$ cat src/rtl/pcseq_pkg.sv
// Package: shared sizes and types for the paged program counter sequencer.
// Assumes power-of-two memory with page bits forming the top address bits.
package pcseq_pkg;
    localparam int DEF_ADDR_W = 11;
    localparam int DEF_PAGE_W = 2;

    // Source of the next fetch address
    typedef enum logic [1:0] {
        SRC_HOLD = 2'd0,
        SRC_INCR = 2'd1,
        SRC_JUMP = 2'd2
    } next_src_e;
endpackage

$ cat src/rtl/pcseq_page_reg.sv
// Module: page-select register.
// Holds the page bits used as the upper part of jump targets. A write takes
// effect on the next clock; reset clears to page 0.
module pcseq_page_reg #(
    parameter int PAGE_W = 2
) (
    input  logic              clk,
    input  logic              rst_n,
    input  logic              wr_en,
    input  logic [PAGE_W-1:0] wr_data,
    output logic [PAGE_W-1:0] page_q
);
    // Load on write, clear on reset
    always_ff @(posedge clk) begin
        if (!rst_n)
            page_q <= '0;
        else if (wr_en)
            page_q <= wr_data;
    end
endmodule

$ cat src/rtl/pcseq_cal_track.sv
// Module: calibration fetch tracker.
// Remembers whether any advance has occurred since reset. Assumes osc_mode is
// static from reset until the first advance.
module pcseq_cal_track #(
    parameter int ADDR_W = 11
) (
    input  logic              clk,
    input  logic              rst_n,
    input  logic              osc_mode,
    input  logic              adv_en,
    input  logic [ADDR_W-1:0] cur_addr,
    output logic              first_word
);
    localparam logic [ADDR_W-1:0] TOP = '1;

    logic fresh_q;

    // Set at reset, cleared on the first advance
    always_ff @(posedge clk) begin
        if (!rst_n)
            fresh_q <= 1'b1;
        else if (adv_en)
            fresh_q <= 1'b0;
    end

    // Calibration word is the top word, fetched before any advance
    always_comb first_word = fresh_q && osc_mode && (cur_addr == TOP);
endmodule

$ cat src/rtl/pcseq_next_sel.sv
// Module: next-address selector (combinational).
// Chooses hold, increment or jump; builds the jump target from the page bits
// and the instruction field. The calibration word always falls through.
module pcseq_next_sel
    import pcseq_pkg::*;
#(
    parameter int ADDR_W = 11,
    parameter int PAGE_W = 2
) (
    input  logic                     adv_en,
    input  logic                     jmp_strobe,
    input  logic                     cal_word,
    input  logic [ADDR_W-PAGE_W-1:0] jmp_field,
    input  logic [PAGE_W-1:0]        page_bits,
    input  logic [ADDR_W-1:0]        cur_addr,
    output next_src_e                src,
    output logic [ADDR_W-1:0]        next_addr
);
    localparam logic [ADDR_W-1:0] ONE = ADDR_W'(1);

    // Pick the source: jump wins over increment, except on the calibration word
    always_comb begin
        if (!adv_en)
            src = SRC_HOLD;
        else if (jmp_strobe && !cal_word)
            src = SRC_JUMP;
        else
            src = SRC_INCR;
    end

    // Form the next address; the increment wraps naturally at the top
    always_comb begin
        case (src)
            SRC_INCR: next_addr = cur_addr + ONE;
            SRC_JUMP: next_addr = {page_bits, jmp_field};
            default:  next_addr = cur_addr;
        endcase
    end
endmodule

$ cat src/rtl/pc_sequencer.sv
// Module: paged program counter sequencer (top).
// Holds the fetch address, applies the top-of-memory reset vector with page 0,
// and steps or jumps once per enabled instruction cycle.
module pc_sequencer
    import pcseq_pkg::*;
#(
    parameter int ADDR_W = DEF_ADDR_W,
    parameter int PAGE_W = DEF_PAGE_W
) (
    input  logic                     clk,
    input  logic                     rst_n,
    input  logic                     osc_mode,
    input  logic                     adv_en,
    input  logic                     jmp_strobe,
    input  logic [ADDR_W-PAGE_W-1:0] jmp_field,
    input  logic                     pg_wr,
    input  logic [PAGE_W-1:0]        pg_wdata,
    output logic [ADDR_W-1:0]        fetch_addr,
    output logic [PAGE_W-1:0]        page_sel,
    output logic                     cal_fetch
);
    localparam logic [ADDR_W-1:0] RESET_VEC = '1;

    logic [ADDR_W-1:0] pc_q;
    logic [ADDR_W-1:0] pc_d;
    logic [PAGE_W-1:0] page_q;
    logic              cal_word;
    next_src_e         src;

    pcseq_page_reg #(.PAGE_W(PAGE_W)) u_page (
        .clk     (clk),
        .rst_n   (rst_n),
        .wr_en   (pg_wr),
        .wr_data (pg_wdata),
        .page_q  (page_q)
    );

    pcseq_cal_track #(.ADDR_W(ADDR_W)) u_cal (
        .clk        (clk),
        .rst_n      (rst_n),
        .osc_mode   (osc_mode),
        .adv_en     (adv_en),
        .cur_addr   (pc_q),
        .first_word (cal_word)
    );

    pcseq_next_sel #(.ADDR_W(ADDR_W), .PAGE_W(PAGE_W)) u_next (
        .adv_en     (adv_en),
        .jmp_strobe (jmp_strobe),
        .cal_word   (cal_word),
        .jmp_field  (jmp_field),
        .page_bits  (page_q),
        .cur_addr   (pc_q),
        .src        (src),
        .next_addr  (pc_d)
    );

    // Program counter register with top-of-memory reset vector
    always_ff @(posedge clk) begin
        if (!rst_n)
            pc_q <= RESET_VEC;
        else
            pc_q <= pc_d;
    end

    // Drive outputs
    always_comb begin
        fetch_addr = pc_q;
        page_sel   = page_q;
        cal_fetch  = cal_word;
    end
endmodule

$ cat config.mk
export PLATFORM = sky130hd
export DESIGN_NAME = pc_sequencer
export DESIGN_NICKNAME = d
export VERILOG_FILES = /design/src/rtl/pcseq_pkg.sv /design/src/rtl/pcseq_page_reg.sv /design/src/rtl/pcseq_cal_track.sv /design/src/rtl/pcseq_next_sel.sv /design/src/rtl/pc_sequencer.sv
export SDC_FILE = /design/constraint.sdc
export NUM_CORES = 1
export LEC_CHECK = 0
export ABC_AREA = 1
export CAP_MARGIN = 20
export CORE_ASPECT_RATIO = 1.75
export CORE_MARGIN = 2
export CORE_UTILIZATION = 33
export DETAILED_ROUTE_END_ITERATION = 10
export GPL_TIMING_DRIVEN = 0
export PLACE_DENSITY = 0.61
export SYNTH_ARGS = -nofsm -noshare
export SYNTH_HDL_FRONTEND = slang
export SYNTH_HIERARCHICAL = 1
export SYNTH_SLANG_ARGS = --single-unit
$ cat constraint.sdc
create_clock -name clk -period 1.55 [get_ports clk]
set_input_delay 0.155 -clock clk [delete_from_list [all_inputs] [get_ports clk]]
set_output_delay 0.155 -clock clk [all_outputs]
set_load 0.01 [all_outputs]
==> impl_metrics.tcl <==
set metrics [dict create \
    status "finished, final reports clean" \
    final_cells 235 \
    grt_pass1_vias 1014 \
    initial_core_util 0.347 \
    viasPerCell 4.85 \
    wire_per_inst_um 12.0 \
    synthTopCellsByCount "nand2_1 (65), inv_1 (30), nor2_1 (16), nand3_1 (15), dfxtp_1 (14)" \
    synth_ff_type "dfxtp_1" \
    wl_met3_um 169 \
    p_leak_nw 0.789 \
    cts_root_buf "clkbuf_8" \
    synth_area_leader_cell "dfxtp_1" \
    synth_edf_count 0 \
    grtUsageTotal 0.181 \
    htreeDepth 1 \
    maxCapViolCount 0 \
    netlist_area_um2 932 \
    slew_violations 0 \
    cts_tree "yes" \
    final_nets 227 \
    dr.pass1.iters 4 \
    dp_hpwl_um 1940 \
    crit_chain "clkdlybuf4s50_1 -> inv_2 -> nor2_4 -> buf_6 -> nand2_2 -> o21ai_1 -> inv_1 -> nand2_1 -> inv_1 -> nand2_1" \
    timing.critical_path.fanout_max 8 \
    grt_pass1_wl_um 4380 \
    path_delay_family "buffers and inverters" \
    post-route-period-util 0.973 \
    synth_most_common_cell "nand2_1" \
    dpl.cell_count 221 \
    cellPowerDensity_nw_per_um2 833 \
    drive_above_1_share 0.173 \
    slowest_delay_ps 710 \
    insertion_delay_ps 250 \
    cp.required_ps 1750 \
    yosysSeqAreaShare 0.301 \
    gp_congestion 0.836 \
    crit_arrival_ps 1710 \
    crit_slowest_cell "clkdlybuf4s50_1" \
    start_kind "input port" \
    layout_setup_ws_ps 41.5 \
    core.rowCount 25 \
    place_ws_ps -282 \
    seqCellArea_um2 308 \
    synth_nets 182 \
    antenna_left 0 \
    num_antenna_cells 0 \
    r2r_slack_ps 70 \
    final_area_um2 1440 \
    die_area_um2 3280 \
    vias 1139 \
    rsz0062_at_grt "yes" \
    fin_crit_ps 1510 \
    routed.top_layer "met4" \
    cp-end-kind "flip-flop" \
    worst-path-buf-inv 5 \
    multi_input_area_um2 526 \
    io_pins 31 \
    core_area_um2 2690 \
    cts_buffers 3 \
    hold_viol 0 \
    met2WireLength_um 1500 \
    wl_met1_um 1100 \
    fmax_mhz 663 \
    syn_inst 164 \
    grt_max_degree 11 \
    synth_async_sr_flop_share 0 \
    dieHeight_um 74.3 \
    drc 0 \
    max_slew_margin 0.735 \
    skew_ps 1.67 \
    clk_pin_slew_ps 60 \
    yosys_warnings 6 \
    fillers 283 \
    drt_iter0_drc 34 \
    wirelength_um 2820 \
    ir_drop_v 0.000550 \
    ys_seq_elements 14 \
    numClockSinks 14 \
    cts_buffer_depth 2 \
    ys_types 18 \
    worst_slew_pin_slew_ps 396 \
    die_w_um 44.2 \
    syn_area_per_cell_um2 5.68 \
    area_growth_pct 54.9 \
    synth_top_area_share 0.301 \
    port_buffers 30 \
    grt_remaining_overflow 0 \
    hold_path.class "reg -> reg" \
    worstSetupPathType "in -> reg" \
    setup_viol 0 \
    synth_area_leaders "dfxtp_1 (30%), nand2_1 (26%), inv_1 (12%), nand3_1 (8.1%), nor2_1 (6.4%)" \
    antenna_found_initial 0 \
    dpl_cell_area_um2 1270 \
]
-- power by group --
part           total [mW]  switching (mW)  internal (mW)
clock               0.366           0.140          0.225
combinational       0.405           0.207          0.198
sequential          0.432          0.0377          0.394
-- tightest hold or removal path, stage by stage, from the launching register on --
cell and delay (ps):
dfxtp_1 310, inv_1 40, o21ai_0 50
-- worst paths after layout --
| check | startpoint | to | cells after the start |
|---|---|---|---|
| max | adv_en | fetch_addr[10] | 10 |
| min | u_cal/fresh_q | u_cal/fresh_q | 2 |
| max reg2reg | fetch_addr[9] | fetch_addr[10] | 14 |
| min reg2reg | u_cal/fresh_q | u_cal/fresh_q | 2 |
-- flip-flops by register name, indices dropped and copies added (netlist names) --
name           count
u_cal/fresh_q      1
u_page/page_q      2
fetch_addr        11
-- logic make-up (layout without fill, tap and decap cells) --
family | Yosys count | in the layout | share of synthesized area
flops | 14 | 14 | 0.301
buf+inv | 34 | 78 | 0.153
fa+ha+maj | 1 | 1 | 0.0134
simple gates | 102 | 102 | 0.452
compound gates | 13 | 13 | 0.0805
-- through the flow --
stage | TNS (ps) | util | total power, mW | hold WS, ps
6_report | 0 | 0.537 | 1.20 | 453
2_1_floorplan | 0 | - | 0.646 | 224
3_3_place_gp | -1840 | 0.473 | 0.794 | 450
3_5_place_dp | -1960 | 0.473 | 0.800 | 449
5_1_grt | -548 | 0.537 | 1.29 | 484
4_1_cts | 0 | 0.501 | 1.17 | 458
-- metal layers --
layer | global-route usage | vias to the layer above
li1 | - | 592
met1 | 0.193 | 501
met2 | 0.322 | 42
met3 | 0.0316 | 4
met4 | 0.104 | 0
met5 | 0 | -
-- area by class of cell --
class | count | area share
plain buffers | 2 | 0.0156
repair buffers | 40 | 0.259
inverters | 32 | 0.0867
clock buffers | 4 | 0.0381
flip-flops and latches | 14 | 0.213
multi-input cells | 116 | 0.364
well taps | 27 | 0.0234
-- repair_timing --
item,in CTS,in global routing
cloned,0,1
setup buffers,0,9
setup endpoints to repair,8,10
hold buffers,0,0
endpoints found under the hold margin,0,0
pin swaps,0,7
gates resized for setup,11,13
-- placed cells by master, fill, tap and decap left out, drive strengths merged --
| cell | Yosys | final |
|---|---|---|
| nand2 | 65 | 65 |
| inv | 31 | 31 |
| clkdlybuf4s50 | 0 | 29 |
| nor2 | 17 | 17 |
| nand3 | 15 | 15 |
| dfxtp | 14 | 14 |
| buf | 2 | 12 |
| o21ai | 6 | 6 |
| clkbuf | 0 | 4 |
| a21oi | 3 | 3 |
| o211ai | 2 | 2 |
| nand4 | 2 | 2 |
| o21bai | 2 | 2 |
| dlygate4sd2 | 0 | 1 |
| clkinv | 1 | 1 |
| nand3b | 1 | 1 |
| nor3 | 1 | 1 |
| or2 | 1 | 1 |
| ha | 1 | 1 |
No activity file was read; power rests on OpenSTA's default activity.
